`src/rtl/agu_pkg.sv`:
```
package agu_pkg;
    typedef enum logic [0:0] {
        AGU_IDLE = 1'b0,
        AGU_REQ  = 1'b1
    } agu_fsm_e;
endpackage

```
`src/rtl/agu_offset_unit.sv`:
```
module agu_offset_unit #(
    parameter int ADDR_W        = 32,
    parameter int IMM_W         = 12,
    parameter bit SHARED_ADDER  = 1'b1
) (
    input  logic [ADDR_W-1:0] base_i,
    input  logic [ADDR_W-1:0] offreg_i,
    input  logic [IMM_W-1:0]  imm_i,
    input  logic              use_reg_i,
    input  logic              sub_i,
    output logic [ADDR_W-1:0] sum_o
);
    localparam int PAD_W = ADDR_W - IMM_W;

    logic [ADDR_W-1:0] offset;

    always_comb begin
        offset = use_reg_i ? offreg_i : {{PAD_W{1'b0}}, imm_i};
    end

    generate
        if (SHARED_ADDER) begin : g_shared
            // one carry chain: invert operand and inject carry for subtraction
            logic [ADDR_W-1:0] opnd;
            logic [ADDR_W-1:0] cin;
            always_comb begin
                opnd  = offset ^ {ADDR_W{sub_i}};
                cin   = {{(ADDR_W-1){1'b0}}, sub_i};
                sum_o = base_i + opnd + cin;
            end
        end else begin : g_split
            logic [ADDR_W-1:0] up_sum;
            logic [ADDR_W-1:0] dn_sum;
            always_comb begin
                up_sum = base_i + offset;
                dn_sum = base_i - offset;
                sum_o  = sub_i ? dn_sum : up_sum;
            end
        end
    endgenerate
endmodule

```
`src/rtl/agu_index_mode.sv`:
```
module agu_index_mode #(
    parameter int ADDR_W = 32
) (
    input  logic              pre_i,
    input  logic              wb_i,
    input  logic [ADDR_W-1:0] base_i,
    input  logic [ADDR_W-1:0] sum_i,
    output logic [ADDR_W-1:0] access_o,
    output logic [ADDR_W-1:0] nbase_o,
    output logic              upd_o
);
    always_comb begin
        access_o = pre_i ? sum_i : base_i;
        nbase_o  = sum_i;
        upd_o    = (!pre_i) || wb_i;
    end
endmodule

```
`src/rtl/agu_ldst.sv`:
```
module agu_ldst
    import agu_pkg::*;
#(
    parameter int DATA_W = 32,
    parameter int IMM_W  = 12,
    parameter int IDX_W  = 4
) (
    input  logic              clk,
    input  logic              rst_n,
    input  logic              op_valid,
    output logic              op_ready,
    input  logic              op_is_load,
    input  logic [DATA_W-1:0] op_base,
    input  logic [IDX_W-1:0]  op_base_idx,
    input  logic [IMM_W-1:0]  op_imm,
    input  logic [DATA_W-1:0] op_offreg,
    input  logic              op_off_is_reg,
    input  logic              op_sub,
    input  logic              op_pre,
    input  logic              op_wb,
    input  logic [IDX_W-1:0]  op_rd,
    input  logic [DATA_W-1:0] op_store_data,
    output logic              mem_req,
    output logic              mem_we,
    output logic [DATA_W-1:0] mem_addr,
    output logic [DATA_W-1:0] mem_wdata,
    input  logic              mem_ready,
    input  logic [DATA_W-1:0] mem_rdata,
    output logic              base_wr_en,
    output logic [IDX_W-1:0]  base_wr_idx,
    output logic [DATA_W-1:0] base_wr_data,
    output logic              ld_valid,
    output logic [IDX_W-1:0]  ld_idx,
    output logic [DATA_W-1:0] ld_data
);
    typedef struct packed {
        agu_fsm_e          fsm;
        logic [DATA_W-1:0] addr;
        logic              we;
        logic [DATA_W-1:0] wdata;
        logic [DATA_W-1:0] nbase;
        logic              upd;
        logic [IDX_W-1:0]  rn;
        logic [IDX_W-1:0]  rd;
        logic              wb_pulse;
        logic              ld_pulse;
        logic [DATA_W-1:0] ld_word;
    } agu_state_t;

    agu_state_t st_d, st_q;

    logic [DATA_W-1:0] sum_w;
    logic [DATA_W-1:0] access_w;
    logic [DATA_W-1:0] nbase_w;
    logic              upd_w;

    agu_offset_unit #(
        .ADDR_W       (DATA_W),
        .IMM_W        (IMM_W),
        .SHARED_ADDER (1'b1)
    ) u_offset (
        .base_i    (op_base),
        .offreg_i  (op_offreg),
        .imm_i     (op_imm),
        .use_reg_i (op_off_is_reg),
        .sub_i     (op_sub),
        .sum_o     (sum_w)
    );

    agu_index_mode #(
        .ADDR_W (DATA_W)
    ) u_mode (
        .pre_i    (op_pre),
        .wb_i     (op_wb),
        .base_i   (op_base),
        .sum_i    (sum_w),
        .access_o (access_w),
        .nbase_o  (nbase_w),
        .upd_o    (upd_w)
    );

    always_comb begin
        st_d          = st_q;
        st_d.wb_pulse = 1'b0;
        st_d.ld_pulse = 1'b0;
        case (st_q.fsm)
            AGU_IDLE: begin
                if (op_valid) begin
                    st_d.fsm   = AGU_REQ;
                    st_d.addr  = access_w;
                    st_d.we    = !op_is_load;
                    st_d.wdata = op_store_data;
                    st_d.nbase = nbase_w;
                    st_d.upd   = upd_w;
                    st_d.rn    = op_base_idx;
                    st_d.rd    = op_rd;
                end
            end
            AGU_REQ: begin
                if (mem_ready) begin
                    st_d.fsm      = AGU_IDLE;
                    st_d.wb_pulse = st_q.upd;
                    st_d.ld_pulse = !st_q.we;
                    if (!st_q.we) begin
                        st_d.ld_word = mem_rdata;
                    end
                end
            end
            default: st_d.fsm = AGU_IDLE;
        endcase
    end

    always_ff @(posedge clk or negedge rst_n) begin
        if (!rst_n) begin
            st_q <= '0;
        end else begin
            st_q <= st_d;
        end
    end

    always_comb begin
        op_ready     = (st_q.fsm == AGU_IDLE);
        mem_req      = (st_q.fsm == AGU_REQ);
        mem_we       = st_q.we;
        mem_addr     = st_q.addr;
        mem_wdata    = st_q.wdata;
        base_wr_en   = st_q.wb_pulse;
        base_wr_idx  = st_q.rn;
        base_wr_data = st_q.nbase;
        ld_valid     = st_q.ld_pulse;
        ld_idx       = st_q.rd;
        ld_data      = st_q.ld_word;
    end
endmodule

```
`config.mk`:
```
export PLATFORM = sky130hd
export DESIGN_NAME = agu_ldst
export DESIGN_NICKNAME = d
export VERILOG_FILES = /design/src/rtl/agu_pkg.sv /design/src/rtl/agu_offset_unit.sv /design/src/rtl/agu_index_mode.sv /design/src/rtl/agu_ldst.sv
export SDC_FILE = /design/constraint.sdc
export NUM_CORES = 1
export LEC_CHECK = 0
export BUFFER_PORTS_ARGS = -buffer_cell sky130_fd_sc_hd__clkbuf_2
export CAP_MARGIN = 25
export CORE_ASPECT_RATIO = 1.1
export CORE_MARGIN = 2
export CORE_UTILIZATION = 32
export CTS_CLUSTER_SIZE = 12
export DETAILED_ROUTE_END_ITERATION = 6
export HOLD_SLACK_MARGIN = 0.08
export PLACE_DENSITY = 0.66
export SETUP_SLACK_MARGIN = 0.15
export SLEW_MARGIN = 15
export SYNTH_ARGS = -nofsm -noshare
export SYNTH_HDL_FRONTEND = slang
export SYNTH_SLANG_ARGS = --single-unit
```
`constraint.sdc`:
```
create_clock -name clk -period 1.6 [get_ports clk]
set_clock_uncertainty 0.05 [all_clocks]
set_input_delay 0.16 -clock clk [delete_from_list [all_inputs] [get_ports clk]]
set_output_delay 0.16 -clock clk [all_outputs]
set_load 0.02 [all_outputs]
```
# [After elaboration in Yosys (flattened, before gate mapping)]
# Index checks and enable logic that the tools add are counted.
[op_classes] addsub=2 mux=8 bitwise_logic=3 n_reduce_logical=6
[op_table] cell="107-bit two-way mux" count=1
[op_table] cell="32-bit two-way mux" count=3
[op_table] cell="34-bit two-way mux" count=2
[op_table] cell="32-bit by 1-bit adder with 32-bit output" count=1
[op_table] cell="32-bit adder" count=1
[op_table] cell="32-bit bitwise XOR" count=1
[op_table] cell="1-bit logical NOT" count=3
[op_table] cell="3-bit AND reduction" count=1
[op_table] cell="1-bit inverter" count=2
[op_table] cell="1-bit one-hot mux with 2 select lines" count=1
[op_table] cell="2-bit AND reduction" count=1
[op_table] cell="1-bit logical OR" count=1
[op_table] cell="1-bit two-way mux" count=1
[totals] reg_bits=141 inputBits=157 output_inout_bits=141 wordCells=30

# [Logic depth before layout (Yosys ltp)]
[logic_depth] ltp_word=7 mapped_depth=16

# [Hierarchy]
# Synthesis repeated with hierarchy kept, for this count alone.
[unflattened] cells_unflattened=828 area_unflattened_um2=9394.0
[modules_own_cells] mod="agu_ldst" instances=1 cells_each=438 area_per_inst_um2=6394.9 seq_area_each_um2=3528.4
[modules_own_cells] mod="agu_offset_unit" instances=1 cells_each=321 area_per_inst_um2=2212.1 seq_area_each_um2=0.0
[modules_own_cells] mod="agu_index_mode" instances=1 cells_each=69 area_per_inst_um2=787.0 seq_area_each_um2=0.0

# [Least setup slack after synthesis]
# OpenSTA, ideal clock, no wires.
[synth_timing] path_kind="input port to flip-flop" from="in op_off_is_reg" to="reg st_q (netlist bit mem_addr[24])" arrival_time_ns=3.481 required_time_ns=1.425 setup_slack_ns=-2.056 path_stages=14 path_buffers=2 cell_sequence="buf_4 clkbuf_1 mux2i_1 xnor2_1 ha_1 nor2b_1 o311ai_0 a2111oi_2 o21bai_1 a21oi_1 o32a_1 a221oi_1 or4b_2 nand3_1"
[synth_between] elab_chain_cells=5
[synth_rtl] element="from (decl)" line="agu_ldst.sv:17" rtl="input logic op_off_is_reg,"
[synth_rtl] element="32-bit two-way mux" line="agu_offset_unit.sv:18" rtl="offset = use_reg_i ? offreg_i : {{PAD_W{1'b0}}, imm_i};"
[synth_rtl] element="32-bit bitwise XOR" line="agu_offset_unit.sv:27" rtl="opnd = offset ^ {ADDR_W{sub_i}};"
[synth_rtl] element="32-bit adder" line="agu_offset_unit.sv:29" rtl="sum_o = base_i + opnd + cin;"
[synth_rtl] element="32-bit by 1-bit adder with 32-bit output" line="agu_offset_unit.sv:29"
[synth_rtl] element="32-bit two-way mux" line="agu_index_mode.sv:13" rtl="access_o = pre_i ? sum_i : base_i;"
[synth_rtl] element="to (signal assigned)" line="agu_ldst.sv:117" rtl="st_q <= st_d;"
[synth_rtl] element="to (decl)" line="agu_ldst.sv:50" rtl="agu_state_t st_d, st_q;"
# Every way passes these cells.
# A chain may end at the register's enable or synchronous reset.

# [Worst setup path in the final report]
[layout_timing] from="in op_off_is_reg" to="reg st_q (netlist bit mem_addr[20])"
# The elaborated chain is that of the path after synthesis.

==> impl_metrics.sql <==
INSERT INTO impl_metrics (metric_group, metric, value, unit) VALUES
('sta', 'hold_violations', '0', ''),
('outcome', 'result_of_the_run', 'finished with violations', ''),
('cells_and_area', 'num_antenna_cells', '0', ''),
('run', 'maxCapViolCount', '0', ''),
('place', 'last_weighted_congestion_value_of_the_routability_driven_placer', '0.842', ''),
('global_route', 'antenna_found_initial', '0', ''),
('route', 'drc_errors', '0', ''),
('cts', 'tritoncts', 'done', ''),
('setup_path', 'cpLargestDelayFamily', 'compound AO/OA/AOI/OAI gates', ''),
('setup_path', 'worstPathArrival', '3.22', 'ns'),
('cells_and_area', 'layout.core_utilization', '48.0', '%'),
('sta', 'setup_viol', '58', ''),
('pwr', 'power.leakage', '6.79', 'nW'),
('sta', 'pnr_worst_setup_slack', '-1.36', 'ns'),
('synth', 'yosysSeqAreaShare', '40.3', '%'),
('synth', 'synth_area', '0.00875', 'mm²'),
('sta', 'finalMaxSlewViolations', '0', ''),
('floorplanning', 'die_w', '162', 'µm'),
('route', 'routed_wirelength', '27100', 'µm'),
('synth', 'synthArstFlopShare', '100', '%'),
('pwr', 'p_sw', '6.55', 'mW'),
('pwr', 'vdd_drop_max', '0.000685', 'V'),
('setup_path', 'critical_path_buf_inv_count', '5', ''),
('setup_path', 'worstPathCellList', 'buf_8 -> buf_8 -> buf_4 -> mux2i_2 -> xnor2_1 -> ha_1 -> a21o_1 -> a21o_1 -> a221o_1 -> o21bai_2 -> a21oi_2 -> o32a_1 -> buf_4 -> buf_6 -> xnor2_4 -> a211oi_2 -> a21o_1', ''),
('outcome', 'violations', 'setup timing', ''),
('cts', 'worstSkewPairLatency', '0.42', 'ns'),
('global_route', 'first_pass_grt_wire_length', '41800', 'µm'),
('cts', 'clock_path_buffers', '2', ''),
('route', 'dr.pass1.iters', '5', ''),
('pwr', 'power.share.clock', '24.4', '%'),
('sta', 'period_needed', '2.96', 'ns'),
('sta', 'relSlewSlack', '73.6', '%'),
('floorplanning', 'std_cell_rows', '63', ''),
('route', 'vias', '8142', ''),
('synth', 'syn_nets', '1212', ''),
('setup_path', 'critical-path-top-cell-by-count', 'a21o_1', ''),
('synth', 'netlist-cell-type-count', '51', ''),
('cells_and_area', 'syn2layout_area_growth', '47.8', '%'),
('sta', 'tightestPinTransition', '0.396', 'ns'),
('cts', 'cts_inserted_buffers', '17', ''),
('synth', 'yosys_register_bits', '141', ''),
('floorplanning', 'floorplan.initialDensity', '32.5', '%'),
('global_route', 'grt_use_total', '18.3', '%'),
('global_route', 'grt_start_max_net_pins', '52', ''),
('cts', 'clock-sinks', '141', ''),
('synth', 'post_synth_inst_count', '1021', ''),
('hold_path', 'worst_hold_path_type', 'in2reg', ''),
('synth', 'synthFlopType', 'dfrtp_1', ''),
('pwr', 'power_density', '1320', 'mW/mm²'),
('sta', 'grt_setup_unrepaired', 'yes', ''),
('pwr', 'internal_power', '10.5', 'mW'),
('floorplanning', 'dieArea', '0.0287', 'mm²'),
('setup_path', 'timing.critical_path.slowest_cell_delay', '0.41', 'ns'),
('cells_and_area', 'most_frequent_cells_in_the_layout', '318 x nand2_1, 295 x clkbuf_2, 144 x buf_4', ''),
('floorplanning', 'top_level_port_count', '298', ''),
('synth', 'synth_enable_flop_cells', '0', ''),
('setup_path', 'crit_path_max_fanout', '5', ''),
('pwr', 'power_frac_seq', '31.4', '%'),
('setup_path', 'library_cell_contributing_the_largest_single_delay_on_the_critical_path', 'a221o_1', ''),
('cells_and_area', 'final_net_count', '1599', ''),
('route', 'ant_nets', '0', ''),
('cts', 'htree_levels', '4', ''),
('setup_path', 'critPathRequiredTime', '1.86', 'ns'),
('route', 'drtIter0Drc', '407', ''),
('cells_and_area', 'layout.cells.most_common', 'nand2_1', ''),
('pwr', 'switching_share', '38.5', '%'),
('place', 'io_buffers', '297', ''),
('setup_path', 'crit_path_end_kind', 'flop', ''),
('synth', 'syn-mean-instance-area', '8.57', 'µm²'),
('cells_and_area', 'proportion_of_layout_cells_with_a_drive_suffix_above_1', '41.2', '%'),
('synth', 'ys.warnings.count', '0', '');
==> Yosys cell counts (2+ instances only) <==
master	count	area share [%]
a211oi_1	2	0.17
a21o_1	19	1.6
a21oi_1	37	2.1
a221oi_1	2	0.20
a31oi_1	3	0.21
and2_1	5	0.36
and3_1	3	0.21
buf_1	14	0.60
buf_4	137	12
clkbuf_1	32	1.4
dfrtp_1	141	40
ha_1	33	4.7
inv_1	20	0.86
mux2_2	8	1.0
mux2i_1	31	3.5
nand2_1	324	14
nand2b_1	3	0.21
nand3_1	10	0.57
nand3b_1	4	0.34
nand4_1	6	0.43
nor2_1	13	0.56
nor2b_1	4	0.29
nor3_1	7	0.40
nor3b_1	10	0.86
nor4_1	2	0.14
o211ai_1	3	0.26
o21a_1	7	0.60
o21ai_0	48	2.7
o21bai_1	5	0.43
o31ai_1	4	0.34
or2_2	3	0.21
or4b_2	2	0.23
xnor2_1	49	4.9
xor2_1	13	1.3
==> logic make-up after synthesis <==
logic type | synth area share [%]
XOR/XNOR | 6.20
AND/OR/NAND/NOR | 19.3
flip-flops | 40.3
adder cells (fa/ha/maj) | 4.95
multiplexers | 4.73
buffers and inverters | 14.6
AO/OA/AOI/OAI | 9.95
==> flip-flops by register name, summed over array words and instances, names as in the netlist <==
signal and flops:
base_wr_data 32, ld_data 32, mem_addr 32, mem_wdata 32, base_wr_idx 4, ld_idx 4, base_wr_en 1, ld_valid 1
mem_req 1, mem_we 1, st_q 1
==> tightest hold or removal path: cells and delay by family <==
kind | cells | cell delay, ns
buf+inv | 2 | 0.18
mux | 1 | 0.15
compound gates | 1 | 0.05
==> power by group through the flow <==
stage          sequential (mW)  combinational (mW)  clock (mW)
2_1_floorplan             5.21                5.49           0
3_3_place_gp              5.35                6.64           0
3_5_place_dp              5.38                6.73           0
4_1_cts                   5.32                7.29        4.28
5_1_grt                   5.47                8.14        4.41
6_report                  5.34                7.53        4.16
==> per-layer routing <==
| metal | vias to the layer above | track usage, % | routed length (µm) |
|---|---|---|---|
| met3 | 39 | 3.95 | 1650 |
| met5 | - | 0 | 0 |
| li1 | 3987 | - | - |
| met4 | 0 | 6.34 | 554 |
| met2 | 294 | 32.7 | 13300 |
| met1 | 3822 | 21.8 | 11600 |
==> area by class of cell <==
type / instances / area (µm²)
repair buffers: 551 / 3800
fillers: 2448 / 14000
multi-input cells: 677 / 4470
clock buffers: 22 / 474
well taps: 357 / 447
clock inverters: 10 / 138
flip-flops and latches: 141 / 3530
inverters: 20 / 77.6
==> final timing paths <==
kind / startpoint / end / slack (ns) / cells past startpoint
worst min register to register: mem_addr[14] / mem_addr[14] / 0.42 / 2
max in group asynchronous: rst_n / mem_req / 0.77 / 3
worst max register to register: mem_req / mem_addr[24] / 0.15 / 6
worst max-delay path: op_off_is_reg / mem_addr[20] / -1.36 / 17
min in group asynchronous: rst_n / ld_idx[3] / 0.18 / 2
worst min-delay path: op_base[26] / mem_addr[26] / 0.10 / 4
==> repair_timing <==
item	4_1_cts	5_1_grt
setup buffers	14	8
resized for setup	58	36
setup endpoints to repair	61	67
hold endpoints to repair	228	0
pin swaps	32	26
hold buffers	87	0
==> metrics by stage <==
step | hold WS [ns] | std cells | power [mW] | instance area, µm²
global route | 0.0977 | 1778 | 18.0 | 12900
CTS | 0.0804 | 1770 | 16.9 | 12700
detailed placement | 0.0283 | 1637 | 12.1 | 10900
finish | 0.102 | 1778 | 17.0 | 12900
global placement | 0.0288 | 1637 | 12.0 | 10900
floorplan | -0.186 | 1021 | 10.7 | 8970
Power figures use the tool's default switching activity.
